### src/rtl/exc_stk_pkg.sv
package exc_stk_pkg;

    localparam int FRAME_WORDS = 8;
    localparam int SLOT_W      = $clog2(FRAME_WORDS);
    localparam int FRAME_BYTES = FRAME_WORDS * 4;

    // Slot of the return address; beats rotate from there through the frame.
    localparam logic [SLOT_W-1:0] FIRST_SLOT = SLOT_W'(6);

    typedef enum logic [1:0] {
        VF_IDLE = 2'd0,
        VF_REQ  = 2'd1,
        VF_WAIT = 2'd2
    } vf_state_e;

    // Memory slot (word offset above the new SP) written by beat number b.
    function automatic logic [SLOT_W-1:0] beat_slot(input logic [SLOT_W-1:0] b);
        return b + FIRST_SLOT;
    endfunction

endpackage

### src/rtl/stk_frame_writer.sv
module stk_frame_writer
    import exc_stk_pkg::*;
#(
    parameter int AW = 32,
    parameter int DW = 32
) (
    input  logic                            clk,
    input  logic                            rst_n,
    input  logic                            launch_i,
    input  logic [AW-1:0]                   base_i,
    input  logic [FRAME_WORDS-1:0][DW-1:0]  words_i,
    output logic                            valid_o,
    output logic [AW-1:0]                   addr_o,
    output logic [DW-1:0]                   data_o,
    input  logic                            ready_i,
    output logic                            last_o
);

    localparam logic [SLOT_W-1:0] LAST_BEAT = SLOT_W'(FRAME_WORDS - 1);

    typedef struct packed {
        logic              active;
        logic [SLOT_W-1:0] beat;
    } wr_state_t;

    wr_state_t st_d, st_q;
    logic [SLOT_W-1:0] slot;

    always_comb begin
        st_d = st_q;
        if (launch_i) begin
            st_d.active = 1'b1;
            st_d.beat   = '0;
        end else if (st_q.active && ready_i) begin
            if (st_q.beat == LAST_BEAT) begin
                st_d.active = 1'b0;
            end else begin
                st_d.beat = st_q.beat + 1'b1;
            end
        end
    end

    always_ff @(posedge clk or negedge rst_n) begin
        if (!rst_n) begin
            st_q <= '0;
        end else begin
            st_q <= st_d;
        end
    end

    always_comb begin
        slot    = beat_slot(st_q.beat);
        valid_o = st_q.active;
        addr_o  = base_i + (AW'(slot) << 2);
        data_o  = words_i[slot];
        last_o  = st_q.active && ready_i && (st_q.beat == LAST_BEAT);
    end

endmodule

### src/rtl/stk_vector_fetcher.sv
module stk_vector_fetcher
    import exc_stk_pkg::*;
#(
    parameter int AW = 32,
    parameter int DW = 32
) (
    input  logic          clk,
    input  logic          rst_n,
    input  logic          launch_i,
    input  logic [AW-1:0] addr_i,
    output logic          req_o,
    output logic [AW-1:0] addr_o,
    input  logic          gnt_i,
    input  logic          rvalid_i,
    input  logic [DW-1:0] rdata_i,
    output logic          resp_o,
    output logic [DW-1:0] handler_o
);

    typedef struct packed {
        vf_state_e     st;
        logic [AW-1:0] addr;
        logic [DW-1:0] handler;
    } vf_regs_t;

    vf_regs_t r_d, r_q;

    always_comb begin
        r_d = r_q;
        unique case (r_q.st)
            VF_IDLE: begin
                if (launch_i) begin
                    r_d.st   = VF_REQ;
                    r_d.addr = addr_i;
                end
            end
            VF_REQ: begin
                if (gnt_i) begin
                    r_d.st = VF_WAIT;
                end
            end
            VF_WAIT: begin
                if (rvalid_i) begin
                    r_d.st      = VF_IDLE;
                    r_d.handler = rdata_i;
                end
            end
            default: r_d.st = VF_IDLE;
        endcase
    end

    always_ff @(posedge clk or negedge rst_n) begin
        if (!rst_n) begin
            r_q <= '{st: VF_IDLE, addr: '0, handler: '0};
        end else begin
            r_q <= r_d;
        end
    end

    always_comb begin
        req_o     = (r_q.st == VF_REQ);
        addr_o    = r_q.addr;
        resp_o    = (r_q.st == VF_WAIT) && rvalid_i;
        handler_o = r_q.handler;
    end

endmodule

### src/rtl/exc_entry_stacker.sv
module exc_entry_stacker
    import exc_stk_pkg::*;
#(
    parameter int AW    = 32,
    parameter int DW    = 32,
    parameter int NUM_W = 6
) (
    input  logic             clk,
    input  logic             rst_n,
    input  logic             start_i,
    input  logic [AW-1:0]    sp_i,
    input  logic [DW-1:0]    xpsr_i,
    input  logic [DW-1:0]    pc_i,
    input  logic [DW-1:0]    lr_i,
    input  logic [DW-1:0]    r12_i,
    input  logic [DW-1:0]    r3_i,
    input  logic [DW-1:0]    r2_i,
    input  logic [DW-1:0]    r1_i,
    input  logic [DW-1:0]    r0_i,
    input  logic [AW-1:0]    vec_base_i,
    input  logic [NUM_W-1:0] exc_num_i,
    output logic             dw_valid_o,
    output logic [AW-1:0]    dw_addr_o,
    output logic [DW-1:0]    dw_data_o,
    input  logic             dw_ready_i,
    output logic             vf_req_o,
    output logic [AW-1:0]    vf_addr_o,
    input  logic             vf_gnt_i,
    input  logic             vf_rvalid_i,
    input  logic [DW-1:0]    vf_rdata_i,
    output logic             busy_o,
    output logic             done_o,
    output logic             align_err_o,
    output logic [AW-1:0]    sp_new_o,
    output logic [DW-1:0]    handler_o
);

    typedef struct packed {
        logic                           busy;
        logic                           wr_fin;
        logic                           vf_fin;
        logic                           done;
        logic                           err;
        logic [AW-1:0]                  sp_new;
        logic [FRAME_WORDS-1:0][DW-1:0] frame;
    } ctl_t;

    ctl_t c_d, c_q;

    logic          aligned;
    logic          idle_start;
    logic          launch;
    logic [AW-1:0] vec_addr;
    logic          wr_last;
    logic          vf_resp;
    logic          wr_all;
    logic          vf_all;

    always_comb begin
        aligned    = (sp_i[1:0] == 2'b00);
        idle_start = start_i && !c_q.busy;
        launch     = idle_start && aligned;
        vec_addr   = vec_base_i + (AW'(exc_num_i) << 2);
        wr_all     = c_q.wr_fin || wr_last;
        vf_all     = c_q.vf_fin || vf_resp;

        c_d      = c_q;
        c_d.done = 1'b0;
        c_d.err  = idle_start && !aligned;

        if (launch) begin
            c_d.busy   = 1'b1;
            c_d.wr_fin = 1'b0;
            c_d.vf_fin = 1'b0;
            c_d.sp_new = sp_i - AW'(FRAME_BYTES);
            c_d.frame  = {xpsr_i, pc_i, lr_i, r12_i, r3_i, r2_i, r1_i, r0_i};
        end else if (c_q.busy) begin
            if (wr_all && vf_all) begin
                c_d.busy   = 1'b0;
                c_d.done   = 1'b1;
                c_d.wr_fin = 1'b0;
                c_d.vf_fin = 1'b0;
            end else begin
                c_d.wr_fin = wr_all;
                c_d.vf_fin = vf_all;
            end
        end
    end

    always_ff @(posedge clk or negedge rst_n) begin
        if (!rst_n) begin
            c_q <= '0;
        end else begin
            c_q <= c_d;
        end
    end

    stk_frame_writer #(
        .AW (AW),
        .DW (DW)
    ) u_writer (
        .clk      (clk),
        .rst_n    (rst_n),
        .launch_i (launch),
        .base_i   (c_q.sp_new),
        .words_i  (c_q.frame),
        .valid_o  (dw_valid_o),
        .addr_o   (dw_addr_o),
        .data_o   (dw_data_o),
        .ready_i  (dw_ready_i),
        .last_o   (wr_last)
    );

    stk_vector_fetcher #(
        .AW (AW),
        .DW (DW)
    ) u_fetch (
        .clk       (clk),
        .rst_n     (rst_n),
        .launch_i  (launch),
        .addr_i    (vec_addr),
        .req_o     (vf_req_o),
        .addr_o    (vf_addr_o),
        .gnt_i     (vf_gnt_i),
        .rvalid_i  (vf_rvalid_i),
        .rdata_i   (vf_rdata_i),
        .resp_o    (vf_resp),
        .handler_o (handler_o)
    );

    always_comb begin
        busy_o      = c_q.busy;
        done_o      = c_q.done;
        align_err_o = c_q.err;
        sp_new_o    = c_q.sp_new;
    end

endmodule

### config.mk
export PLATFORM = sky130hd
export DESIGN_NAME = exc_entry_stacker
export DESIGN_NICKNAME = d
export VERILOG_FILES = /design/src/rtl/exc_stk_pkg.sv /design/src/rtl/stk_frame_writer.sv /design/src/rtl/stk_vector_fetcher.sv /design/src/rtl/exc_entry_stacker.sv
export SDC_FILE = /design/constraint.sdc
export NUM_CORES = 1
export LEC_CHECK = 0
export ABC_AREA = 1
export BUFFER_PORTS_ARGS = -buffer_cell sky130_fd_sc_hd__buf_2
export CAP_MARGIN = 20
export CORE_AREA = 4 4 203 205
export CTS_CLUSTER_DIAMETER = 100
export CTS_CLUSTER_SIZE = 30
export DETAILED_ROUTE_END_ITERATION = 10
export DIE_AREA = 0 0 207 209
export GPL_ROUTABILITY_DRIVEN = 0
export GPL_TIMING_DRIVEN = 0
export MAX_ROUTING_LAYER = met4
export PLACE_DENSITY = 0.7
export SYNTH_ARGS = -nofsm -noshare
export SYNTH_HDL_FRONTEND = slang
export SYNTH_SLANG_ARGS = --single-unit
### constraint.sdc
create_clock -name clk -period 2.9 [get_ports clk]
set_input_delay 0.435 -clock clk [delete_from_list [all_inputs] [get_ports clk]]
set_output_delay 0.435 -clock clk [all_outputs]
set_load 0.005 [all_outputs]
==> results.py <==
metrics = {
    "pwr": {
        "sequentialPowerShare_pct": 39.9,
        "ir_worst_vdd_uv": 408,
        "p_switching_mw": 9.22,
        "p_leak_nw": 12.6,
        "powerDensity_nw_per_um2": 966,
        "p_clk_share_pct": 12.5,
        "internal_power_mw": 13.2,
        "p_comb_share_pct": 47.6,
        "p_sw_share_pct": 41.1,
    },
    "sta": {
        "fin_skew_ns": 0.0210,
        "fmax_ghz": 0.315,
        "worst_slew_pin_slew_ns": 0.682,
        "fin_crit_ns": 3.17,
        "setup_viol": 25,
        "hold_viol_final": 0,
        "holdWs_ns": 0.0888,
        "slew_viol_final": 0,
        "final.period_utilization_pct": 109,
        "rsz0062_at_grt": "true",
        "fin_ws_ns": -0.272,
        "slew_headroom_pct": 54.5,
    },
    "synthesis": {
        "yosysTopAreaCellShare_pct": 48.4,
        "synth_edf_count": 0,
        "synth_cell_types": 44,
        "synthFlopType": "dfrtp_1",
        "synth_seq_cells": 363,
        "netlist_area_um2": 18800,
        "ys_seq_area_share_pct": 48.4,
        "syn_avg_cell_area_um2": 7.70,
        "yosys-top-cells-area": "dfrtp_1 (48%), nand2_1 (21%), nor2_1 (4.4%)",
        "synthTopCellsByCount": "nand2_1 (1073), dfrtp_1 (363), nor2_1 (221), o21ai_0 (149), buf_4 (104)",
        "synth.most_common_cell": "nand2_1",
        "synth_cells": 2439,
        "yosys_warnings": 0,
        "synth_area_leader_cell": "dfrtp_1",
        "synthArstFlopShare_pct": 100,
        "synth_nets": 2818,
    },
    "worst_hold_path": {
        "worstHoldPathType": "input pin to register",
        "min_from": "pc_i[10]",
        "holdPathEnd": "c_q[202]$_DFFE_PN0P_",
        "hold_depth": 3,
    },
    "placed_design": {
        "postPlaceCellArea_um2": 22200,
        "hpwl_mm": 54.2,
        "numPortBuffers": 528,
    },
    "worst_setup_path": {
        "cpPeakStageDelay_ns": 0.52,
        "reg2reg_slack_ns": 0.95,
        "crit_slowest_cell": "dfrtp_2",
        "path_cells": "inv_6 > nor2_4 > nor2_4 > buf_12 > ha_4 > nand3_2 > nand3_4 > nand3_4 > nor2_4 > buf_6 > nand2_2 > xor2_1 > buf_2",
        "required_ns": 2.47,
        "startpoint_type": "register",
        "worst_setup_path_end_kind": "primary output",
        "crit_top_cell": "nor2_4",
        "crit-reg2reg-capture": "c_q[189]$_DFFE_PN0P_",
        "cp_max_fo": 4,
        "rr_worst_depth": 7,
        "r2r-start": "busy_o$_DFF_PN0_",
        "critPathArrivalTime_ns": 2.74,
        "worst-setup-path-type": "register to primary output",
    },
    "status": {
        "status": "finished with violations",
        "violations": "negative setup slack",
    },
    "die": {
        "die_y_um": 209,
        "pin_count": 529,
        "die_w_um": 207,
        "die-area_um2": 43300,
        "row_count": 73,
        "start_util_pct": 47.6,
        "coreArea_um2": 39500,
    },
    "global_route": {
        "antenna_found_initial": 11,
        "gr-usage-met2_pct": 52.3,
        "grt_pass1_vias": 18300,
        "busiest_layer": "met2",
        "grt_overflow": 0,
        "grt_pass1_wl_mm": 104,
        "grt_use_met3_pct": 4.17,
        "gr-usage-all-layers_pct": 31.3,
        "gr-usage-met1_pct": 39.7,
        "grt_max_degree": 100,
    },
    "layout": {
        "drive_gt1_share_pct": 29.4,
        "design_area_um2": 23200,
        "fillers": 3728,
        "area_growth_syn_to_layout_pct": 23.7,
        "multiInputGateArea_um2": 8320,
        "ff_latch_area_um2": 9090,
        "final_nets": 3390,
    },
    "cts": {
        "clock_latency_ns": 0.53,
        "numCtsBuffers": 16,
        "clockRootBuffer": "clkbuf_16",
        "cts_buffer_depth": 3,
        "cts.clk_slew.worst_paths_ns": 0.12,
        "cts_tree": "done",
        "h-tree-depth": 1,
        "cts_sinks": 363,
    },
    "drt": {
        "vias": 18600,
        "drtIter0Drc": 1451,
        "via_per_inst": 5.24,
        "finalWirelength_mm": 68.8,
        "drc": 0,
        "dr.pass1.iters": 5,
        "ant_nets": 0,
        "wl_per_cell_um": 19.4,
    },
    "flow_run": {
        "maxCapViolations": 0,
    },
}
-- layout make-up --
class                   count  share of cell area [%]
well taps                 525                    2.83
inverters                  95                    1.57
flip-flops and latches    363                    39.1
plain buffers             211                    5.82
repair buffers            556                    12.6
multi-input cells        1768                    35.8
clock inverters             2                   0.119
clock buffers              19                    1.91
diodes                     12                   0.129
-- state kept, by name, summed over array words and instances, names as in the netlist --
signal,count
align_err_o,1
u_fetch.handler_o,32
u_writer.st_q,3
c_q,258
u_writer.valid_o,1
u_fetch.addr_o,32
busy_o,1
sp_new_o,32
done_o,1
u_fetch.r_q,2
-- routing by layer --
layer  routed length, µm  part of all wire [%]
met1               27500                    40
met2               33400                    49
met3                5080                   7.4
met4                2720                   4.0
met5                   0                     0
-- worst max-delay path by stage --
| stage | start | to |
|---|---|---|
| 2_1_floorplan | u_writer.st_q[1]$_DFFE_PN0P_ | dw_addr_o[27] |
| 3_3_place_gp | rst_n | c_q[163]$_DFFE_PN0P_ |
| 3_5_place_dp | u_writer.st_q[1]$_DFFE_PN0P_ | dw_addr_o[11] |
| 4_1_cts | u_writer.st_q[1]$_DFFE_PN0P_ | dw_addr_o[25] |
| 5_1_grt | u_writer.st_q[1]$_DFFE_PN0P_ | dw_addr_o[28] |
| 6_report | u_writer.st_q[1]$_DFFE_PN0P_ | dw_addr_o[31] |
-- per-stage QoR --
stage / setup WS, ns / power [mW] / cells / TNS [ns] / utilization [%]
after floorplan: 0.406 / 14.4 / 2439 / 0 / -
after global placement: -5.72 / 18.7 / 3492 / -2074.31 / 55.9
after detailed placement: -0.802 / 18.9 / 3495 / -14.52 / 56.2
after CTS: -0.211 / 22.2 / 3531 / -2.84 / 58.3
after global routing: -0.371 / 24.0 / 3549 / -6.81 / 58.8
final: -0.272 / 22.4 / 3551 / -4.67 / 58.8
-- power groups by stage --
| stage | clock (mW) | combinational, mW | sequential [mW] |
|---|---|---|---|
| 3_5_place_dp | 0 | 9.96 | 8.97 |
| 4_1_cts | 2.86 | 10.4 | 8.90 |
| 5_1_grt | 3.04 | 11.7 | 9.19 |
| 2_1_floorplan | 0 | 5.98 | 8.46 |
| 3_3_place_gp | 0 | 9.78 | 8.92 |
| 6_report | 2.81 | 10.7 | 8.94 |
-- placed cells by master, fill, tap and decap left out, drive strengths merged --
master,count
o21ai,158
or2,3
a2bb2oi,1
nor4,1
buf,725
nand3b,9
dlygate4sd3,1
ha,13
clkbuf,60
a22oi,1
o221ai,32
mux2,32
xnor2,12
o31ai,3
fa,2
a31oi,3
diode,12
a21o,2
a21boi,1
nor3,10
dfrtp,363
o21bai,2
nand4,13
o21a,1
nor2,234
o22a,2
nand2,1081
nand3,80
inv,97
o22ai,34
a21oi,10
xor2,28
-- logic make-up after synthesis --
family                   Yosys count  synth area share [%]
AO/OA/AOI/OAI                    250                  7.78
XOR/XNOR                          40                  1.87
adder cells (fa/ha/maj)           15                  1.08
buffers and inverters            308                  8.63
flip-flops                       363                  48.4
multiplexers                      32                  1.92
AND/OR/NAND/NOR                 1431                  30.3
-- what timing repair did --
item                                   in CTS  in global routing
pin swaps                                  13                 12
resized for setup                          70                 58
setup endpoints to repair                  61                 53
endpoints found under the hold margin      82                  0
setup buffers                              16                  8
hold buffers                                1                  0
-- worst max-delay path, delay by kind of cell, from the launching register on --
family	cells	cell delay [ns]
adder cells (fa/ha/maj)	1	0.27
buffers and inverters	4	0.45
flip-flops	1	0.52
XOR/XNOR	1	0.19
AND/OR/NAND/NOR	7	0.77
(Power assumes the default switching activity.)
